$ cat src/rtl/nand_wr_pkg.sv
package nand_wr_pkg;

  typedef enum logic [1:0] {
    SZ_BYTE = 2'd0,
    SZ_HALF = 2'd1,
    SZ_WORD = 2'd2
  } accSize_e;

  typedef struct packed {
    logic        isAddr;
    accSize_e    size;
    logic [1:0]  offs;
    logic [31:0] data;
  } wrEntry_t;

  typedef struct packed {
    logic       push;
    logic       pop;
    logic       active;
    logic [1:0] beatIdx;
  } seqCtl_t;

endpackage

$ cat src/rtl/nand_wr_dpath.sv
module nand_wr_dpath
  import nand_wr_pkg::*;
#(
  parameter int DEPTH = 8,
  localparam int PTR_W = (DEPTH > 1) ? $clog2(DEPTH) : 1,
  localparam int CNT_W = $clog2(DEPTH + 1)
) (
  input  logic             clk,
  input  logic             rstN,
  input  seqCtl_t          ctl,
  input  logic             winSel,
  input  logic [31:0]      wdata,
  input  logic [3:0]       be,
  input  logic             devWide,
  output logic [CNT_W-1:0] count,
  output logic [2:0]       headBeats,
  output logic             nandCle,
  output logic             nandAle,
  output logic [15:0]      nandData
);

  wrEntry_t           mem [DEPTH];
  logic [PTR_W-1:0]   wrPtr, rdPtr;
  wrEntry_t           newEntry, head;
  logic [1:0]         loLane, hiLane;
  logic [15:0]        beatData;

  function automatic logic [7:0] laneByte(input logic [31:0] d, input logic [1:0] l);
    return d[8*l +: 8];
  endfunction

  function automatic logic [PTR_W-1:0] nextPtr(input logic [PTR_W-1:0] p);
    return (p == PTR_W'(DEPTH - 1)) ? '0 : p + PTR_W'(1);
  endfunction

  // Strobe pattern to size and starting lane
  always_comb begin
    newEntry.isAddr = winSel;
    newEntry.data   = wdata;
    case (be)
      4'b1111: begin newEntry.size = SZ_WORD; newEntry.offs = 2'd0; end
      4'b0011: begin newEntry.size = SZ_HALF; newEntry.offs = 2'd0; end
      4'b1100: begin newEntry.size = SZ_HALF; newEntry.offs = 2'd2; end
      4'b0010: begin newEntry.size = SZ_BYTE; newEntry.offs = 2'd1; end
      4'b0100: begin newEntry.size = SZ_BYTE; newEntry.offs = 2'd2; end
      4'b1000: begin newEntry.size = SZ_BYTE; newEntry.offs = 2'd3; end
      default: begin newEntry.size = SZ_BYTE; newEntry.offs = 2'd0; end
    endcase
  end

  always_ff @(posedge clk) begin
    if (ctl.push) mem[wrPtr] <= newEntry;
  end

  always_ff @(posedge clk or negedge rstN) begin
    if (!rstN) begin
      wrPtr <= '0;
      rdPtr <= '0;
      count <= '0;
    end else begin
      if (ctl.push) wrPtr <= nextPtr(wrPtr);
      if (ctl.pop)  rdPtr <= nextPtr(rdPtr);
      case ({ctl.push, ctl.pop})
        2'b10:   count <= count + CNT_W'(1);
        2'b01:   count <= count - CNT_W'(1);
        default: count <= count;
      endcase
    end
  end

  assign head = mem[rdPtr];

  always_comb begin
    case (head.size)
      SZ_WORD: headBeats = devWide ? 3'd2 : 3'd4;
      SZ_HALF: headBeats = devWide ? 3'd1 : 3'd2;
      default: headBeats = 3'd1;
    endcase
  end

  // Little-endian split performed at drain time
  assign loLane = head.offs + (devWide ? {ctl.beatIdx[0], 1'b0} : ctl.beatIdx);
  assign hiLane = loLane + 2'd1;

  always_comb begin
    if (devWide && head.size != SZ_BYTE)
      beatData = {laneByte(head.data, hiLane), laneByte(head.data, loLane)};
    else
      beatData = {8'h00, laneByte(head.data, loLane)};
  end

  assign nandCle  = ctl.active && !head.isAddr;
  assign nandAle  = ctl.active && head.isAddr;
  assign nandData = ctl.active ? beatData : 16'h0000;

  a_r1_no_push_full: assert property (@(posedge clk) disable iff (!rstN)
    ctl.push |-> (count != CNT_W'(DEPTH)))
    else $error("push into full buffer");

  a_r2_no_pop_empty: assert property (@(posedge clk) disable iff (!rstN)
    ctl.pop |-> (count != '0))
    else $error("pop from empty buffer");

endmodule

$ cat src/rtl/nand_wr_ctrl.sv
module nand_wr_ctrl
  import nand_wr_pkg::*;
#(
  parameter int DEPTH = 8,
  localparam int CNT_W = $clog2(DEPTH + 1)
) (
  input  logic             clk,
  input  logic             rstN,
  input  logic             hostValid,
  input  logic             hostWrite,
  input  logic             hostPosted,
  input  logic             forcePosted,
  input  logic [CNT_W-1:0] count,
  input  logic [2:0]       headBeats,
  output logic             hostReady,
  output logic             hostAck,
  output logic             bufEmpty,
  output logic             nandWeN,
  output seqCtl_t          ctl
);

  logic       active;
  logic [1:0] phase;
  logic [1:0] beatIdx;
  logic       npPending;
  logic       accept, postedEff, doPush, doPop, lastBeat, lastEntry;

  assign postedEff = hostPosted || forcePosted;
  assign hostReady = (count != CNT_W'(DEPTH)) && !npPending;
  assign accept    = hostValid && hostReady;
  assign doPush    = accept && hostWrite;
  assign lastBeat  = ({1'b0, beatIdx} == (headBeats - 3'd1));
  assign lastEntry = (count == CNT_W'(1));
  assign doPop     = active && (phase == 2'd3) && lastBeat;
  assign bufEmpty  = (count == '0);
  assign nandWeN   = !(active && (phase == 2'd1 || phase == 2'd2));

  always_comb begin
    ctl.push    = doPush;
    ctl.pop     = doPop;
    ctl.active  = active;
    ctl.beatIdx = beatIdx;
  end

  always_ff @(posedge clk or negedge rstN) begin
    if (!rstN) begin
      active    <= 1'b0;
      phase     <= 2'd0;
      beatIdx   <= 2'd0;
      npPending <= 1'b0;
      hostAck   <= 1'b0;
    end else begin
      hostAck <= (accept && (!hostWrite || postedEff)) ||
                 (npPending && doPop && lastEntry);
      if (doPush && !postedEff)
        npPending <= 1'b1;
      else if (doPop && lastEntry)
        npPending <= 1'b0;
      if (!active) begin
        if (count != '0) begin
          active  <= 1'b1;
          phase   <= 2'd0;
          beatIdx <= 2'd0;
        end
      end else begin
        phase <= phase + 2'd1;
        if (phase == 2'd3) begin
          if (lastBeat) begin
            beatIdx <= 2'd0;
            active  <= !lastEntry || doPush;
          end else begin
            beatIdx <= beatIdx + 2'd1;
          end
        end
      end
    end
  end

  a_r11_strobe_two: assert property (@(posedge clk) disable iff (!rstN)
    $fell(nandWeN) |=> !nandWeN)
    else $error("strobe shorter than two clocks");

  a_r11_strobe_end: assert property (@(posedge clk) disable iff (!rstN)
    (!nandWeN && $past(!nandWeN)) |=> nandWeN)
    else $error("strobe longer than two clocks");

  a_r3_np_ack_empty: assert property (@(posedge clk) disable iff (!rstN)
    (hostAck && $past(npPending)) |-> bufEmpty)
    else $error("non-posted ack before drain");

endmodule

$ cat src/rtl/nand_cmdaddr_wr.sv
module nand_cmdaddr_wr
  import nand_wr_pkg::*;
#(
  parameter int DEPTH = 8,
  localparam int CNT_W = $clog2(DEPTH + 1)
) (
  input  logic        clk,
  input  logic        rstN,
  input  logic        hostValid,
  input  logic        hostWrite,
  input  logic        hostWinSel,
  input  logic [31:0] hostWdata,
  input  logic [3:0]  hostBe,
  input  logic        hostPosted,
  output logic        hostReady,
  output logic        hostAck,
  output logic [31:0] hostRdata,
  input  logic        forcePosted,
  input  logic        devWide,
  output logic        bufEmpty,
  output logic        nandCle,
  output logic        nandAle,
  output logic        nandWeN,
  output logic [15:0] nandData
);

  seqCtl_t          ctl;
  logic [CNT_W-1:0] count;
  logic [2:0]       headBeats;

  assign hostRdata = 32'h0;

  nand_wr_ctrl #(.DEPTH(DEPTH)) u_ctrl (
    .clk(clk), .rstN(rstN),
    .hostValid(hostValid), .hostWrite(hostWrite), .hostPosted(hostPosted),
    .forcePosted(forcePosted), .count(count), .headBeats(headBeats),
    .hostReady(hostReady), .hostAck(hostAck), .bufEmpty(bufEmpty),
    .nandWeN(nandWeN), .ctl(ctl)
  );

  nand_wr_dpath #(.DEPTH(DEPTH)) u_dpath (
    .clk(clk), .rstN(rstN), .ctl(ctl),
    .winSel(hostWinSel), .wdata(hostWdata), .be(hostBe), .devWide(devWide),
    .count(count), .headBeats(headBeats),
    .nandCle(nandCle), .nandAle(nandAle), .nandData(nandData)
  );

  a_r11_setup_lead: assert property (@(posedge clk) disable iff (!rstN)
    $fell(nandWeN) |-> $past(nandCle || nandAle))
    else $error("no latch-enable setup before strobe");

  a_r11_stable_low: assert property (@(posedge clk) disable iff (!rstN)
    !nandWeN |-> $stable({nandCle, nandAle, nandData}))
    else $error("bus changed under strobe");

  a_r5_idle_when_empty: assert property (@(posedge clk) disable iff (!rstN)
    bufEmpty |-> (nandWeN && !nandCle && !nandAle))
    else $error("bus active while buffer empty");

endmodule

$ cat config.mk
export PLATFORM = sky130hd
export DESIGN_NAME = nand_cmdaddr_wr
export DESIGN_NICKNAME = d
export VERILOG_FILES = /design/src/rtl/nand_wr_pkg.sv /design/src/rtl/nand_wr_dpath.sv /design/src/rtl/nand_wr_ctrl.sv /design/src/rtl/nand_cmdaddr_wr.sv
export SDC_FILE = /design/constraint.sdc
export NUM_CORES = 1
export LEC_CHECK = 0
export BUFFER_PORTS_ARGS = -buffer_cell sky130_fd_sc_hd__buf_2
export CAP_MARGIN = 30
export CORE_ASPECT_RATIO = 2
export CORE_MARGIN = 5
export CORE_UTILIZATION = 54
export CTS_CLUSTER_DIAMETER = 50
export DETAILED_ROUTE_END_ITERATION = 10
export PLACE_DENSITY = 0.8
export SETUP_SLACK_MARGIN = 0.1
export SYNTH_ARGS = -nofsm -noshare
export SYNTH_HDL_FRONTEND = slang
export SYNTH_SLANG_ARGS = --single-unit
export TNS_END_PERCENT = 10
$ cat constraint.sdc
create_clock -name clk -period 4.7 [get_ports clk]
set_input_delay 0.705 -clock clk [delete_from_list [all_inputs] [get_ports clk]]
set_output_delay 0.705 -clock clk [all_outputs]
set_load 0.05 [all_outputs]
After elaboration in Yosys (flattened, before gate mapping)
Memories as Yosys holds them, arrays and structs flattened. Index checks and enable logic that the tools add are counted.

Add/subtract/negate cells: 9. Multiply operators: 0. Div/mod/pow operators: 0. Magnitude comparators: 0. Equal/unequal tests: 19. Shift-type cells: 2. Muxes and demuxes: 23. Bitwise operators: 0. Reduce and logical (&&, ||, !) cells: 32.

Operators by type and width (count): variable part select 32 x 6 -> 8 bit (2); 2-to-1 mux 16 bit (2); one-hot mux 4 bit (6 select lines) (1); logical AND 1 bit (14); 2-to-1 mux 2 bit (7); equality test 4 bit (second input constant) (3); 2-to-1 mux 3 bit (3); equality test 2 bit (second input constant) (4); equality test 4 x 2 -> 1 bit (second input constant) (2); 2-to-1 mux 1 bit (8); one-hot mux 4 bit (2 select lines) (1); nonzero test 2 bit (4); adder 2 x 1 -> 2 bit (second input constant) (3); adder 3 x 1 -> 3 bit (second input constant) (2); equality test 2 x 1 -> 1 bit (second input constant) (3); equality test 3 bit (second input constant) (2); logical NOT 1 bit (6); one-hot mux 3 bit (2 select lines) (1); logical OR 1 bit (5); adder 4 x 1 -> 4 bit (second input constant) (1); equality test 4 x 1 -> 1 bit (second input constant) (1); equality test 4 x 3 -> 1 bit (second input constant) (1); logical NOT 4 bit (1); != test 4 bit (second input constant) (1); other kinds (7) (7).

Register bits: 17. Latch bits: 0. Memory bits (writable): 296. ROM bits: 0. Input port bits: 44. Word-level logic and storage cells: 94. Memories: 1.

Memory list: u_dpath.mem (words 8, width 37, read ports 1, clocked after memory_dff 0, wr ports 1, RTL line nand_wr_dpath.sv:22) `wrEntry_t mem [DEPTH];`.

Longest topological paths before layout
An unclocked memory read counts as a cell.

Depth in word-level cells: 9. Mapped depth: 16. Mapped depth without buffers: 13.

Cells and area by module
From an unflattened synthesis, not the netlist that was laid out.

Cell total of the unflattened synthesis: 703. Area, all modules: 13086.3 um^2.

By module, submodules not included: nand_wr_dpath (instances 1, cells an instance 615, area each 12325.6 um^2, seq. area each 9138.8 um^2); nand_wr_ctrl (instances 1, cells an instance 55, area each 516.7 um^2, seq. area each 175.2 um^2); nand_cmdaddr_wr (instances 1, cells an instance 33, area each 244.0 um^2, seq. area each 0.0 um^2).

Least setup slack after synthesis
Ideal clock, no wire load.

Path kind: register -> register. From: register u_dpath.count[0]. To: memory u_dpath.mem[0][0] (netlist bit), enable pin. Library setup time: 0.477 ns. Arrival time: 4.966 ns. Slack: -0.743 ns. Cell stages (with the launch flop): 7. Buffers on the path: 0. Cell sequence: dfrtp_1 -> inv_1 -> ha_1 -> a31oi_1 -> nand3_1 -> or2_2 -> nor3_1.

Longest elaborated chain between the ends: 6.

Ends and longest elaborated chain: start: declaration (RTL line nand_wr_dpath.sv:15) `output logic [CNT_W-1:0] count,`; start signal: assignment (RTL line nand_wr_dpath.sv:64) `2'b10: count <= count + CNT_W'(1);`; start signal: assignment (RTL line nand_wr_dpath.sv:65) `2'b01: count <= count - CNT_W'(1);`; start signal: assignment (RTL line nand_wr_dpath.sv:66) `default: count <= count;`; != test 4 bit (RTL line nand_wr_ctrl.sv:29) `assign hostReady = (count != CNT_W'(DEPTH)) && !npPending;`; logical AND 1 bit (RTL line nand_wr_ctrl.sv:29); via hostReady (RTL line nand_cmdaddr_wr.sv:15) `output logic hostReady,`; logical AND 1 bit (RTL line nand_wr_ctrl.sv:30) `assign accept = hostValid && hostReady;`; logical AND 1 bit (RTL line nand_wr_ctrl.sv:31) `assign doPush = accept && hostWrite;`; 2-to-1 mux 1 bit (RTL line nand_wr_dpath.sv:52) `if (ctl.push) mem[wrPtr] <= newEntry;`; 2-to-1 mux 1 bit (not written as such) (RTL line nand_wr_dpath.sv:52); end: declaration (RTL line nand_wr_dpath.sv:22).

The timed path passes the listed nets, and every way through them passes these cells.

Worst setup path in the final report
From: register u_dpath.rdPtr[0]. To: output nandData[8].

Longest elaborated chain between the ends: 6.

Ends and longest elaborated chain: start: declaration (RTL line nand_wr_dpath.sv:23) `logic [PTR_W-1:0] wrPtr, rdPtr;`; start signal: assignment (RTL line nand_wr_dpath.sv:62) `if (ctl.pop) rdPtr <= nextPtr(rdPtr);`; memory read (8 x 37 bit) (*); adder 2 bit (RTL line nand_wr_dpath.sv:82) `assign loLane = head.offs + (devWide ? {ctl.beatIdx[0], 1'b0} : ctl.beatIdx);`; adder 2 x 1 -> 2 bit (RTL line nand_wr_dpath.sv:83) `assign hiLane = loLane + 2'd1;`; variable part select 32 x 6 -> 8 bit (RTL line nand_wr_dpath.sv:29) `return d[8*l +: 8];`; 2-to-1 mux 16 bit (*) (RTL line nand_wr_dpath.sv:86) `if (devWide && head.size != SZ_BYTE)`; 2-to-1 mux 16 bit (*) (RTL line nand_wr_dpath.sv:94) `assign nandData = ctl.active ? beatData : 16'h0000;`; end: declaration (RTL line nand_cmdaddr_wr.sv:24) `output logic [15:0] nandData`.

Every way passes the cells marked *; elsewhere a longest branch is shown, timed or not.

==> summary.txt <==
Worst setup path
  • Worst path arrival time: 3.86 ns
  • CP Cell Sequence: mux4_2 -> mux2_2 -> ha_1 -> nor2b_2 -> buf_4 -> a22oi_1 -> a21o_1 -> a21oi_1 -> buf_2
  • Critical R2R Launch: u_dpath.rdPtr[0]$_DFFE_PN0P_
  • RR Endpoint: u_dpath.count[3]$_DFFE_PN0P_
  • FF-to-FF setup slack: 0.51 ns
  • Max stage delay cell, worst path: dfrtp_4
  • WS Path Type: reg -> out
  • R2R cell count: 13
  • CP endpoint kind: output port
  • CP max stage delay: 0.61 ns
  • Worst Path Required: 3.99 ns
  • Startpoint Class: flop
  • Crit Path Max Fanout: 32
  • Critical path origin: u_dpath.rdPtr[0]$_DFFE_PN0P_

Yosys
  • Netlist Area Pre-Place: 13000 µm²
  • Sequential share of the synthesized area: 71.6%
  • Top cells by area, synth: edfxtp_1, mux4_2, a22oi_1
  • Cell accounting for the most synthesized area: edfxtp_1
  • Yosys top cell area share: 68.4%
  • Yosys cell types: 41
  • Synth Instances: 691
  • Synth Register Bits: 313
  • Yosys Warn Count: 0
  • Syn_area_per_cell: 18.8 µm²

Pwr
  • Peak supply drop: 0.914 mV
  • Leakage: 4.86 nW
  • Total power: 9.93 mW
  • Power per cell area: 685 nW/µm²

Timing
  • Final max-slew violation count: 0
  • Fmax: 219 MHz
  • Worst Hold Slack: 0.0708 ns
  • RSZ-0062 raised after global routing: yes
  • Worst Max-Slew Pin Slew: 0.834 ns
  • Clk_skew: 0.0199 ns
  • Fin crit share: 97.1%
  • Slew margin rel.: 44.0%
  • Final setup violation count: 0
  • Final hold viol count: 0
  • Clock period minus worst slack: 4.57 ns
  • Setup TNS: 0 ns

Detailed routing
  • Vias: 6913
  • Routed WL: 28.5 mm
  • 1st-iter DRT viols: 851
  • ANT nets after route: 0
  • Initial DRT Pass Iterations: 5
  • WL/cell: 26.6 µm
  • Final routed DRC violation total: 0
  • Via density: 6.46

Die
  • DIE AREA: 27500 µm²
  • Rows: 80
  • Die Y: 229 µm
  • Initial Util: 54.6%
  • # IOs: 98
  • Floorplan Core Area: 23800 µm²
  • Die width: 120 µm

Final layout
  • Multi-input combinational cell area: 3460 µm²
  • Filler Cell Count: 1622
  • Cell area after layout: 14500 µm²
  • Area Overhead vs Synth: 11.5%
  • Layout Cells excl Fill: 1070
  • Nets: 823
  • Share of post-route cells with drive strength above 1: 28.1%
  • Leading cell type in the layout, fill and taps excluded: edfxtp_1
  • Storage cell area: 9320 µm²
  • Commonest cells after routing, fill and taps aside: edfxtp_1, mux4_2, buf_2

Clock tree
  • H-tree depth: 1
  • Clock sink total: 313
  • TritonCTS clock tree: done
  • Clock root cell: clkbuf_16
  • Cts bufs inserted: 26
  • CTS clk-pin slew, worst paths: 0.07 ns
  • Bufs on Longest Clock Path: 3
  • Worst-Skew Late Latency: 0.55 ns

GRT
  • First-pass GRT wire length: 43.0 mm
  • Grt total ovfl: 0
  • Initial antenna violation count: 3
  • Largest net degree at the start of global routing: 40
  • Vias in the first global route: 7137
  • Total GRT Usage: 20.8%

Placement
  • Detail Placement HPWL: 17.1 mm
  • Inst Count DP: 1023
  • Area after DPL: 13600 µm²
  • GPL Wtd Cong: 0.788
  • Port bufs: 65

Hold path
  • Worst hold path type: in -> async

Flow run
  • Max Cap Violations: 0

Run status
  • Status: complete, no violations
## timing repair
item / in CTS / in global routing
cloned: 0 / 0
buffers inserted: 1 / 0
gates resized for setup: 0 / 2
endpoints found under the setup margin: 11 / 8
hold buffers: 0 / 0
pin swaps: 0 / 0
## cell families after synthesis
group / after synthesis / synth area share, %
flops: 313 / 71.6
compound gates: 120 / 6.67
mux: 87 / 13.9
buf+inv: 77 / 3.28
simple gates: 70 / 2.57
fa+ha+maj: 14 / 1.35
xor+xnor: 9 / 0.606
other cells: 1 / 0.0288
## cell usage after synthesis
| cell | n |
|---|---|
| a22oi_1 | 64 |
| nand4_1 | 2 |
| o21ai_0 | 4 |
| xor2_1 | 2 |
| nand3_1 | 2 |
| nor4b_1 | 2 |
| a21oi_1 | 19 |
| or3_1 | 1 |
| ha_1 | 14 |
| buf_1 | 4 |
| nor3_1 | 4 |
| nand2b_1 | 3 |
| a211oi_1 | 1 |
| inv_1 | 7 |
| a31oi_1 | 1 |
| nor2_1 | 14 |
| a211o_1 | 1 |
| and2_1 | 2 |
| mux2i_1 | 7 |
| buf_4 | 33 |
| a21o_1 | 9 |
| clkbuf_1 | 22 |
| conb_1 | 1 |
| o32ai_1 | 1 |
| a21boi_0 | 8 |
| dfrtp_1 | 17 |
| buf_2 | 11 |
| a2111oi_4 | 1 |
| xnor2_1 | 7 |
| o31ai_1 | 1 |
| or4_1 | 1 |
| nor2b_1 | 6 |
| and3_1 | 1 |
| a32o_1 | 1 |
| or2_2 | 2 |
| nand2_1 | 28 |
| mux4_2 | 74 |
| o21a_1 | 9 |
| nand3b_1 | 2 |
| edfxtp_1 | 296 |
| mux2_2 | 6 |
## power by group
group          internal [mW]  switching (mW)
Sequential              3.16           0.161
Clock                   1.21           0.956
Combinational           1.60            2.84
## registers in the layout (all words and copies together) (netlist names)
signal,cells
u_dpath.mem,296
u_dpath.count,4
u_dpath.rdPtr,3
u_dpath.wrPtr,3
u_ctrl.beatIdx,2
u_ctrl.phase,2
u_ctrl.active,1
u_ctrl.hostAck,1
u_ctrl.npPending,1
## how the worst max path moves through the flow
stage | end | slack (ns) | cells after the start
after global placement | u_dpath.count[3]$_DFFE_PN0P_ | 0.60 | 13
final | nandData[8] | 0.13 | 9
after global routing | nandData[11] | 0.09 | 10
after CTS | nandData[9] | 0.17 | 9
after detailed placement | u_dpath.count[3]$_DFFE_PN0P_ | 0.37 | 13
after floorplan | u_dpath.mem[1][0]$_DFFE_PP_ | -0.30 | 5
## stage by stage
| step | setup WS [ns] | utilization, % |
|---|---|---|
| after floorplan | -0.303 | - |
| after global placement | 0.600 | 57.2 |
| after detailed placement | 0.372 | 57.2 |
| after CTS | 0.169 | 60.8 |
| after global routing | 0.0922 | 60.9 |
| final | 0.134 | 60.9 |
## layer usage
metal  wire length [µm]  part of all wire (%)  track usage [%]  up-vias
li1                   -                     -                -     2898
met2              15700                    55             38.1      380
met3               1990                   7.0             2.49       65
met4               1110                   3.9             8.96        0
met5                  0                     0                0        -
met1               9730                    34             24.5     3570
## cell type report
class                      instances  share of cell area (%)
timing repair buffer              85                    3.37
multi-input combinational        332                    23.8
antenna                            1                  0.0173
clock buffer                      28                    4.69
sequential                       313                    64.3
clock inverter                    17                    1.16
tap                              287                    2.48
inverter                           7                   0.181
## worst max-delay path, delay by kind of cell (launching register included)
family          cells  cell delay [ns]
mux                 2             0.82
compound gates      3             0.63
flops               1             0.61
simple gates        1             0.15
buf+inv             2             0.71
fa+ha+maj           1             0.36
Power figures use the tool's default switching activity.
